===== config.mk =====
export PLATFORM = sky130hd
export DESIGN_NAME = iack_contend
export DESIGN_NICKNAME = d
export VERILOG_FILES = /design/src/rtl/iack_pkg.sv /design/src/rtl/iack_ctrl.sv /design/src/rtl/iack_datapath.sv /design/src/rtl/iack_contend.sv
export SDC_FILE = /design/constraint.sdc
export NUM_CORES = 1
export LEC_CHECK = 0
export BUFFER_PORTS_ARGS = -buffer_cell sky130_fd_sc_hd__buf_2
export CAP_MARGIN = 20
export CELL_PAD_IN_SITES_DETAIL_PLACEMENT = 0
export CELL_PAD_IN_SITES_GLOBAL_PLACEMENT = 1
export CORE_MARGIN = 2
export CORE_UTILIZATION = 42
export DETAILED_ROUTE_END_ITERATION = 8
export PLACE_DENSITY_LB_ADDON = 0.3
export SLEW_MARGIN = 5
export SYNTH_ARGS = -nofsm -noshare
export SYNTH_HDL_FRONTEND = slang
export SYNTH_SLANG_ARGS = --single-unit

===== constraint.sdc =====
create_clock -name clk -period 3.7 [get_ports clk]
set_clock_uncertainty 0.05 [all_clocks]
set_input_delay 0.74 -clock clk [delete_from_list [all_inputs] [get_ports clk]]
set_output_delay 0.74 -clock clk [all_outputs]
set_load 0.01 [all_outputs]

===== src/rtl/iack_pkg.sv =====
package iack_pkg;
  // control strobes from sequencer to datapath
  typedef struct packed {
    logic load;     // capture contenders and clear results
    logic resolve;  // one bit cycle of contention
    logic finish;   // last bit cycle: publish results
  } iackStrobes_t;
endpackage


===== src/rtl/iack_ctrl.sv =====
module iack_ctrl
  import iack_pkg::*;
#(
  parameter int PRIO_W = 4,
  localparam int CNT_W = $clog2(PRIO_W)
) (
  input  logic             clk,
  input  logic             rst_n,
  input  logic             ackStart,
  output iackStrobes_t     strobes,
  output logic [CNT_W-1:0] bitIdx,
  output logic             done
);
  typedef enum logic {IDLE, RUN} ctrlState_t;

  ctrlState_t        state;
  logic [CNT_W-1:0]  bitCnt;

  always_comb begin
    strobes.load    = (state == IDLE) && ackStart;
    strobes.resolve = (state == RUN);
    strobes.finish  = (state == RUN) && (bitCnt == '0);
  end

  assign bitIdx = bitCnt;

  always_ff @(posedge clk or negedge rst_n) begin
    if (!rst_n) begin
      state  <= IDLE;
      bitCnt <= '0;
      done   <= 1'b0;
    end else begin
      done <= strobes.finish;
      if (strobes.load) begin
        state  <= RUN;
        bitCnt <= CNT_W'(PRIO_W - 1);
      end else if (state == RUN) begin
        if (bitCnt == '0) state <= IDLE;
        else              bitCnt <= bitCnt - 1'b1;
      end
    end
  end

  // done is a single-cycle strobe
  p_done_pulse_r3: assert property (@(posedge clk) disable iff (!rst_n)
    done |=> !done);

  // an accepted start begins at the MSB
  p_start_msb_r3: assert property (@(posedge clk) disable iff (!rst_n)
    strobes.load |=> (state == RUN) && (bitCnt == CNT_W'(PRIO_W - 1)));

  // a run in progress keeps stepping down regardless of ackStart
  p_run_steps_r7: assert property (@(posedge clk) disable iff (!rst_n)
    (state == RUN && bitCnt != '0) |=> (state == RUN) && !strobes.load);
endmodule


===== src/rtl/iack_datapath.sv =====
module iack_datapath
  import iack_pkg::*;
#(
  parameter int NUM_SRC = 4,
  parameter int PRIO_W  = 4,
  parameter int LVL_W   = 3,
  localparam int CNT_W  = $clog2(PRIO_W),
  localparam int SC_W   = $clog2(NUM_SRC + 1)
) (
  input  logic                      clk,
  input  logic                      rst_n,
  input  iackStrobes_t              strobes,
  input  logic [CNT_W-1:0]          bitIdx,
  input  logic [LVL_W-1:0]          ackLevel,
  input  logic [NUM_SRC*LVL_W-1:0]  srcLevel,
  input  logic [NUM_SRC*PRIO_W-1:0] srcPrio,
  output logic [NUM_SRC-1:0]        winnerOh,
  output logic                      spurious,
  output logic                      dupFlag
);
  logic [PRIO_W-1:0]  prioQ [NUM_SRC];
  logic [NUM_SRC-1:0] activeQ;
  logic [NUM_SRC-1:0] levelHit;
  logic [NUM_SRC-1:0] driveBit;
  logic [NUM_SRC-1:0] activeNext;
  logic               lineOr;

  for (genvar i = 0; i < NUM_SRC; i++) begin : g_src
    logic [LVL_W-1:0] lvl;
    assign lvl         = srcLevel[i*LVL_W +: LVL_W];
    assign levelHit[i] = (lvl != '0) && (lvl == ackLevel);
    assign driveBit[i] = activeQ[i] & prioQ[i][bitIdx];

    always_ff @(posedge clk or negedge rst_n) begin
      if (!rst_n)            prioQ[i] <= '0;
      else if (strobes.load) prioQ[i] <= srcPrio[i*PRIO_W +: PRIO_W];
    end
  end

  // shared open-drain line modelled as wired-OR of active drivers
  assign lineOr = |driveBit;

  always_comb begin
    for (int i = 0; i < NUM_SRC; i++)
      activeNext[i] = activeQ[i] & ~(lineOr & ~prioQ[i][bitIdx]);
  end

  // outcome evaluated from the survivors of the last bit
  logic [SC_W-1:0]   survCnt;
  logic [PRIO_W-1:0] survPrio;
  logic              resSpur, resDup;
  logic [NUM_SRC-1:0] resWin;

  always_comb begin
    survCnt  = '0;
    survPrio = '0;
    for (int i = 0; i < NUM_SRC; i++) begin
      survCnt = survCnt + {{(SC_W-1){1'b0}}, activeNext[i]};
      if (activeNext[i]) survPrio = survPrio | prioQ[i];
    end
    resSpur = (survCnt == '0) || (survPrio == '0);
    resDup  = (survCnt > SC_W'(1));
    resWin  = (!resSpur && !resDup) ? activeNext : '0;
  end

  always_ff @(posedge clk or negedge rst_n) begin
    if (!rst_n) begin
      activeQ  <= '0;
      winnerOh <= '0;
      spurious <= 1'b0;
      dupFlag  <= 1'b0;
    end else if (strobes.load) begin
      activeQ  <= levelHit;
      winnerOh <= '0;
      spurious <= 1'b0;
      dupFlag  <= 1'b0;
    end else if (strobes.resolve) begin
      activeQ <= activeNext;
      if (strobes.finish) begin
        winnerOh <= resWin;
        spurious <= resSpur;
        dupFlag  <= resDup;
      end
    end
  end

  // contention only ever removes contenders
  p_shrink_r2: assert property (@(posedge clk) disable iff (!rst_n)
    (strobes.resolve && !strobes.load) |=> ((activeQ & ~$past(activeQ)) == '0));

  // the winner indication is never multi-hot
  p_onehot_r2: assert property (@(posedge clk) disable iff (!rst_n)
    $onehot0(winnerOh));

  // a spurious outcome names no winner
  p_spur_nowin_r5: assert property (@(posedge clk) disable iff (!rst_n)
    spurious |-> (winnerOh == '0));

  // a duplicate outcome names no winner
  p_dup_nowin_r6: assert property (@(posedge clk) disable iff (!rst_n)
    dupFlag |-> (winnerOh == '0));

  // accepted start clears the held results
  p_clear_r10: assert property (@(posedge clk) disable iff (!rst_n)
    strobes.load |=> (winnerOh == '0) && !spurious && !dupFlag);

  // results hold between publication and the next start
  p_hold_r3: assert property (@(posedge clk) disable iff (!rst_n)
    (!strobes.load && !strobes.finish) |=>
      $stable(winnerOh) && $stable(spurious) && $stable(dupFlag));
endmodule


===== src/rtl/iack_contend.sv =====
module iack_contend
  import iack_pkg::*;
#(
  parameter int NUM_SRC = 4,
  parameter int PRIO_W  = 4,
  parameter int LVL_W   = 3
) (
  input  logic                      clk,
  input  logic                      rst_n,
  input  logic                      ackStart,
  input  logic [LVL_W-1:0]          ackLevel,
  input  logic [NUM_SRC*LVL_W-1:0]  srcLevel,
  input  logic [NUM_SRC*PRIO_W-1:0] srcPrio,
  output logic [NUM_SRC-1:0]        winnerOh,
  output logic                      spurious,
  output logic                      dupFlag,
  output logic                      done
);
  localparam int CNT_W = $clog2(PRIO_W);

  iackStrobes_t     strobes;
  logic [CNT_W-1:0] bitIdx;

  iack_ctrl #(.PRIO_W(PRIO_W)) ctrl_i (
    .clk      (clk),
    .rst_n    (rst_n),
    .ackStart (ackStart),
    .strobes  (strobes),
    .bitIdx   (bitIdx),
    .done     (done)
  );

  iack_datapath #(.NUM_SRC(NUM_SRC), .PRIO_W(PRIO_W), .LVL_W(LVL_W)) dp_i (
    .clk      (clk),
    .rst_n    (rst_n),
    .strobes  (strobes),
    .bitIdx   (bitIdx),
    .ackLevel (ackLevel),
    .srcLevel (srcLevel),
    .srcPrio  (srcPrio),
    .winnerOh (winnerOh),
    .spurious (spurious),
    .dupFlag  (dupFlag)
  );
endmodule


# Word-level counts from Yosys, hierarchy flattened
# Cells that the tools add are included.
# W data, S select, Z words.
[totals] reg_bits=30 in_bits=34 out_inout_bits=7
[classes] add_sub_neg=4 n_lt_le_gt_ge=2 n_eq_ne=5 muxes=30 bitwise=24 reduce_logical=22
[ops] operator="$mux W4" n=10
[ops] operator="$mux W1" n=13
[ops] operator="$and A1 B1 Y1" n=12
[ops] operator="$eq A3 B3 Y1" n=4
[ops] operator="$or A4 B4 Y4" n=3
[ops] operator="$reduce_bool A3 Y1" n=4
[ops] operator="$not A1 Y1" n=9
[ops] operator="$bmux W1 S2" n=4
[ops] operator="$logic_and A1 B1 Y1" n=7
[ops] operator="$add A3 B1 Y3" n=2
[ops] operator="$mux W2" n=3
[ops] operator="$logic_not A4 Y1" n=1
[ops] operator="$reduce_and A2 Y1" n=2
[ops] operator="$reduce_bool A2 Y1" n=2
[ops] operator="$reduce_or A4 Y1" n=1
[ops] operator="$gt A3 B1 Y1 const B" n=1
[ops] operator="$logic_not A3 Y1" n=1
[ops] operator="$lt A2 B3 Y1 const B" n=1
[ops] operator="$add A1 B1 Y2" n=1
[ops] operator="$logic_not A1 Y1" n=2
[ops] operator="$logic_not A2 Y1" n=1
[ops] operator="$ne A2 B1 Y1 const B" n=1
[ops] operator="$sub A2 B1 Y2 const B" n=1
[ops] operator="$logic_or A1 B1 Y1" n=1

# Depth between registers and ports, before layout
[logic_depth] word_depth=22 depth_mapped=14

# Modules after synthesis
# A second synthesis with hierarchy kept.
[unflattened] cells_unflattened=163 hier_area_um2=1794.2
[modules_own_cells] mod="iack_datapath" n_inst=1 cells_per_inst=146 area_each_um2=1609.0
[modules_own_cells] mod="iack_ctrl" n_inst=1 cells_per_inst=17 area_each_um2=185.2

# Least setup slack after synthesis
# OpenSTA, ideal clock, no wires.
[synth_timing] kind="register -> register" start="register ctrl_i.bitCnt[1], in the netlist ctrl_i.bitIdx[1]" end="register dp_i.winnerOh[1]" arrival_ns=2.676 slack_ns=0.887 path_stages_with_launch=14 path_buffers=1 cell_sequence="dfrtp_1 buf_4 nand2b_1 o22a_2 a41oi_2 inv_1 ha_1 inv_1 fa_1 inv_1 ha_1 nor3_1 o211ai_1 a22oi_1"
[synth_via] elab_chain_len=22 word_cells_on_any_way=54 classes_between="add/sub (3); order compare (1); mux (16); bitwise (23); reduce/logical (11)"
[synth_rtl] item="start, declared" line="iack_ctrl.sv:17" source="logic [CNT_W-1:0] bitCnt;"
[synth_rtl] item="start signal, assigned" line="iack_ctrl.sv:36" source="bitCnt <= CNT_W'(PRIO_W - 1);"
[synth_rtl] item="start signal, assigned" line="iack_ctrl.sv:39" source="else bitCnt <= bitCnt - 1'b1;"
[synth_rtl] item="parallel branches: the longest is 22 deep, another holds $add A3 B1 Y3"
[synth_rtl] item="end signal, assigned" line="iack_datapath.sv:80" source="winnerOh <= resWin;"
[synth_rtl] item="end, declared" line="iack_datapath.sv:17" source="output logic [NUM_SRC-1:0] winnerOh,"
# Parallel ways; which one is timed is not known. The select of a mux whose other input is x is not followed.
# A chain may end at the register's enable or synchronous reset.

# Final worst setup path
[layout_timing] start="register ctrl_i.bitCnt[0], in the netlist ctrl_i.bitIdx[0]" end="register dp_i.winnerOh[1]"
# The elaborated chain is that of the path after synthesis.

==> qor.csv <==
stage;metric;value;unit
sta;worst_slack;0.513;ns
cts;post_cts_buffers;0;
yosys;synth_edf_count;0;
yosys;synth-seq-cells;30;
cts;cts-root-buf;clkbuf_8;
global_routing;grt_pass1_wl;6620;um
yosys;synth_cell_types;39;
pwr;powerDensity;942;mW/mm^2
cts;cts_sinks;30;
yosys;synth_fa_ha_area_frac;0.0456;
cts;hold_buffers;0;
cts;cts.clk_slew.worst_paths;0.06;ns
outcome;outcome;completed;
yosys;async_reset_ff_frac;1.00;
placement;place_ws;0.559;ns
die;ioPinCount;41;
sta;hold_violations;0;
yosys;yosysTopAreaCell;dfrtp_1;
worst_setup_path;cpLargestDelayFamily;compound AO/OA/AOI/OAI gates;
layout;final_util;0.514;
cts;cts_tree;built;
routing;wl_per_cell;14.8;um
yosys;yosys_warnings;0;
layout;syn2layout_area_growth;16.1;%
layout;multi_input_area;952;um^2
routing;vias;1418;
sta;finalCriticalPeriod;3.19;ns
global_routing;grt-ovfl-total;0;
sta;setup_viol;0;
global_routing;grt_max_degree;31;
layout;layout-drive-gt1-share;0.286;
yosys;synthXorXnorAreaFrac;0.0387;
yosys;synth_top_area_frac;0.415;
routing;wl_met1;1690;um
cts;clock_latency;0.28;ns
min_path;hp-class;input port to asynchronous set/reset pin;
pwr;leakage;0.978;nW
routing;firstDrtPassIters;4;
routing;drt_iter0_drc;51;
yosys;netlist_area;0.00181;mm^2
die;dieArea;0.00485;mm^2
sta;tightest_slew;0.671;ns
worst_setup_path;worstPathCellList;mux2i_1 > o22a_2 > a41oi_2 > inv_1 > ha_1 > inv_1 > fa_1 > inv_1 > ha_1 > nor2_1 > a21oi_1 > o211ai_1 > a22oi_1;
global_routing;track_usage;0.171;
global_routing;grt_pass1_vias;1441;
sta;rsz0062_at_grt;no;
routing;wirelength;3780;um
sta;max_freq;314;MHz
cts;cts-htree-levels;2;
cts;post_cts_resized;0;
yosys;synth_ff_type;dfrtp_1;
yosys;syn_nets;205;
die;initial_core_util;0.443;
worst_setup_path;critPathRequiredTime;3.79;ns
die;core_area;0.00409;mm^2
sta;fin_hold_ws;0.437;ns
sta;max_slew_margin;0.552;
flow_run;drv_cap;0;
routing;drcViolationCount;0;
worst_setup_path;end_kind;flip-flop;
worst_setup_path;critPathLaunchType;flip-flop;
yosys;synthMuxAreaShare;0.144;
worst_setup_path;path_buf_inv;3;
placement;dp_hpwl;2970;um
die;num_rows;23;
cts;numCtsBuffers;5;
layout;ff_latch_area;751;um^2
worst_setup_path;worstSetupPathType;flip-flop to flip-flop;
sta;drv_slew;0;
placement;port_buffers;40;
worst_setup_path;arrival;3.28;ns
routing;via_per_inst;5.54;
yosys;netlist_top_cells_area;dfrtp_1 41%, mux2_1 10%, mux2i_1 4.4%;
sta;finalCritPeriodShare;0.861;
routing;wl_met2;1820;um
worst_setup_path;cpMostUsedCell;inv_1;
sta;tns;0;ns
worst_setup_path;crit_path_top_delay_cell;dfrtp_1;
routing;antenna_left;0;
layout;final_net_count;245;
pwr;peakVddDrop;355;uV
routing;top_layer_used;met4;
pwr;power;1.98;mW
yosys;synth_top_family_by_area;compound AO/OA/AOI/OAI gates;
yosys;syn_avg_cell_area;11.0;um^2
global_routing;antenna_found_initial;0;
yosys;synth_compound_area_frac;0.196;
yosys;synth-simple-area-share;0.102;
worst_setup_path;path_max_fanout;11;
die;die_h;69.7;um
placement;gp_congestion;0.834;
layout;antenna_cells;0;
cts;clockBufferDepth;2;
yosys;netlist_instances;165;
yosys;ys_seq_area_frac;0.415;
die;fp.dieW;69.7;um
worst_setup_path;slowest_delay;0.59;ns
routing;dr_wl_met3;172;um
layout;num-fill-cells;382;
[cell usage in the layout, fill, tap and decap left out, drive strengths merged, types with 3 or more instances in the layout]
master  Yosys  layout
o211ai      4       4
a22oi       5       5
ha          5       5
or3b        3       3
and3        3       3
nand2      14      14
mux2       16      16
o22a        4       4
mux2i       8       8
a211oi      3       3
nand4       3       3
nand2b      4       4
o41ai       4       4
xnor2       7       7
a21oi       7       7
inv        10      10
dfrtp      30      30
buf         8      41
o21ai       4       4
clkbuf      0       7
nor2        4       4
a41oi       3       3
o22ai       3       3
[per-layer routing]
layer	vias to the layer above	track usage
li1	688	-
met1	684	0.209
met2	39	0.280
met3	7	0.0422
met4	0	0.0855
met5	-	0
[worst paths after layout]
path / end / from / depth (start not counted) / slack [ns]
min: dp_i.activeQ[1]$_DFFE_PN0P_ / rst_n / 1 / 0.44
max reg2reg: dp_i.winnerOh[1]$_DFFE_PN0P_ / ctrl_i.bitIdx[0]$_DFFE_PN0P_ / 13 / 0.51
min in group clk: dp_i.dupFlag$_DFFE_PN0P_ / dp_i.dupFlag$_DFFE_PN0P_ / 2 / 0.44
max: dp_i.winnerOh[1]$_DFFE_PN0P_ / ctrl_i.bitIdx[0]$_DFFE_PN0P_ / 13 / 0.51
max in group asynchronous: dp_i.prioQ[3]$_DFFE_PN0P_ / rst_n / 1 / 2.73
min reg2reg: dp_i.dupFlag$_DFFE_PN0P_ / dp_i.dupFlag$_DFFE_PN0P_ / 2 / 0.44
[worst reg2reg max path: cells and delay by family, from the launching register on]
kind	cells	cell delay, ns
and+or+nand+nor	1	0.12
adders and majority gates	3	0.92
DFF	1	0.59
AOI/OAI and AO/OA	5	1.02
buffers and inverters	3	0.20
muxes	1	0.18
[registers in the layout, indices dropped and copies added, names as in the netlist]
register       cells
ctrl_i.done        1
dp_i.prioQ        16
dp_i.activeQ       4
ctrl_i.state       1
dp_i.spurious      1
ctrl_i.bitIdx      2
dp_i.dupFlag       1
dp_i.winnerOh      4
[cells in the mapped netlist (3+ instances only)]
| cell | n |
|---|---|
| mux2_1 | 16 |
| dfrtp_1 | 30 |
| a21oi_1 | 6 |
| mux2i_1 | 8 |
| ha_1 | 5 |
| buf_6 | 4 |
| o41ai_1 | 4 |
| nand2_1 | 14 |
| xnor2_1 | 7 |
| or3b_1 | 3 |
| nand4_1 | 3 |
| inv_1 | 10 |
| a22oi_1 | 4 |
| o22a_2 | 4 |
| nor2_1 | 4 |
| a41oi_2 | 3 |
| o211ai_1 | 4 |
| nand2b_1 | 4 |
| o21ai_1 | 3 |
| o22ai_1 | 3 |
[metrics by stage]
| stage | area, um^2 | instances |
|---|---|---|
| after floorplan | 1810 | 165 |
| after global placement | 2010 | 248 |
| after detailed placement | 2010 | 248 |
| after CTS | 2100 | 256 |
| after global routing | 2100 | 256 |
| final | 2100 | 256 |
[final cells by class]
cell class,instances,area share
clock buffer,7,0.0411
clock inverter,1,0.00238
inverter,10,0.0179
multi-input combinational,117,0.453
sequential,30,0.357
tap,50,0.0298
timing repair buffer,41,0.0988
[where the power goes]
group	internal, mW	total, mW	switching (mW)
Combinational	0.484	1.05	0.566
Sequential	0.484	0.657	0.172
Clock	0.150	0.272	0.123
[logic make-up (layout without fill, tap and decap cells)]
kind of cell | Yosys count | after routing
AOI/OAI and AO/OA | 44 | 44
and+or+nand+nor | 35 | 35
DFF | 30 | 30
muxes | 24 | 24
buffers and inverters | 18 | 59
xor gates and xnor gates | 8 | 8
adders and majority gates | 6 | 6
(Power assumes the default switching activity.)
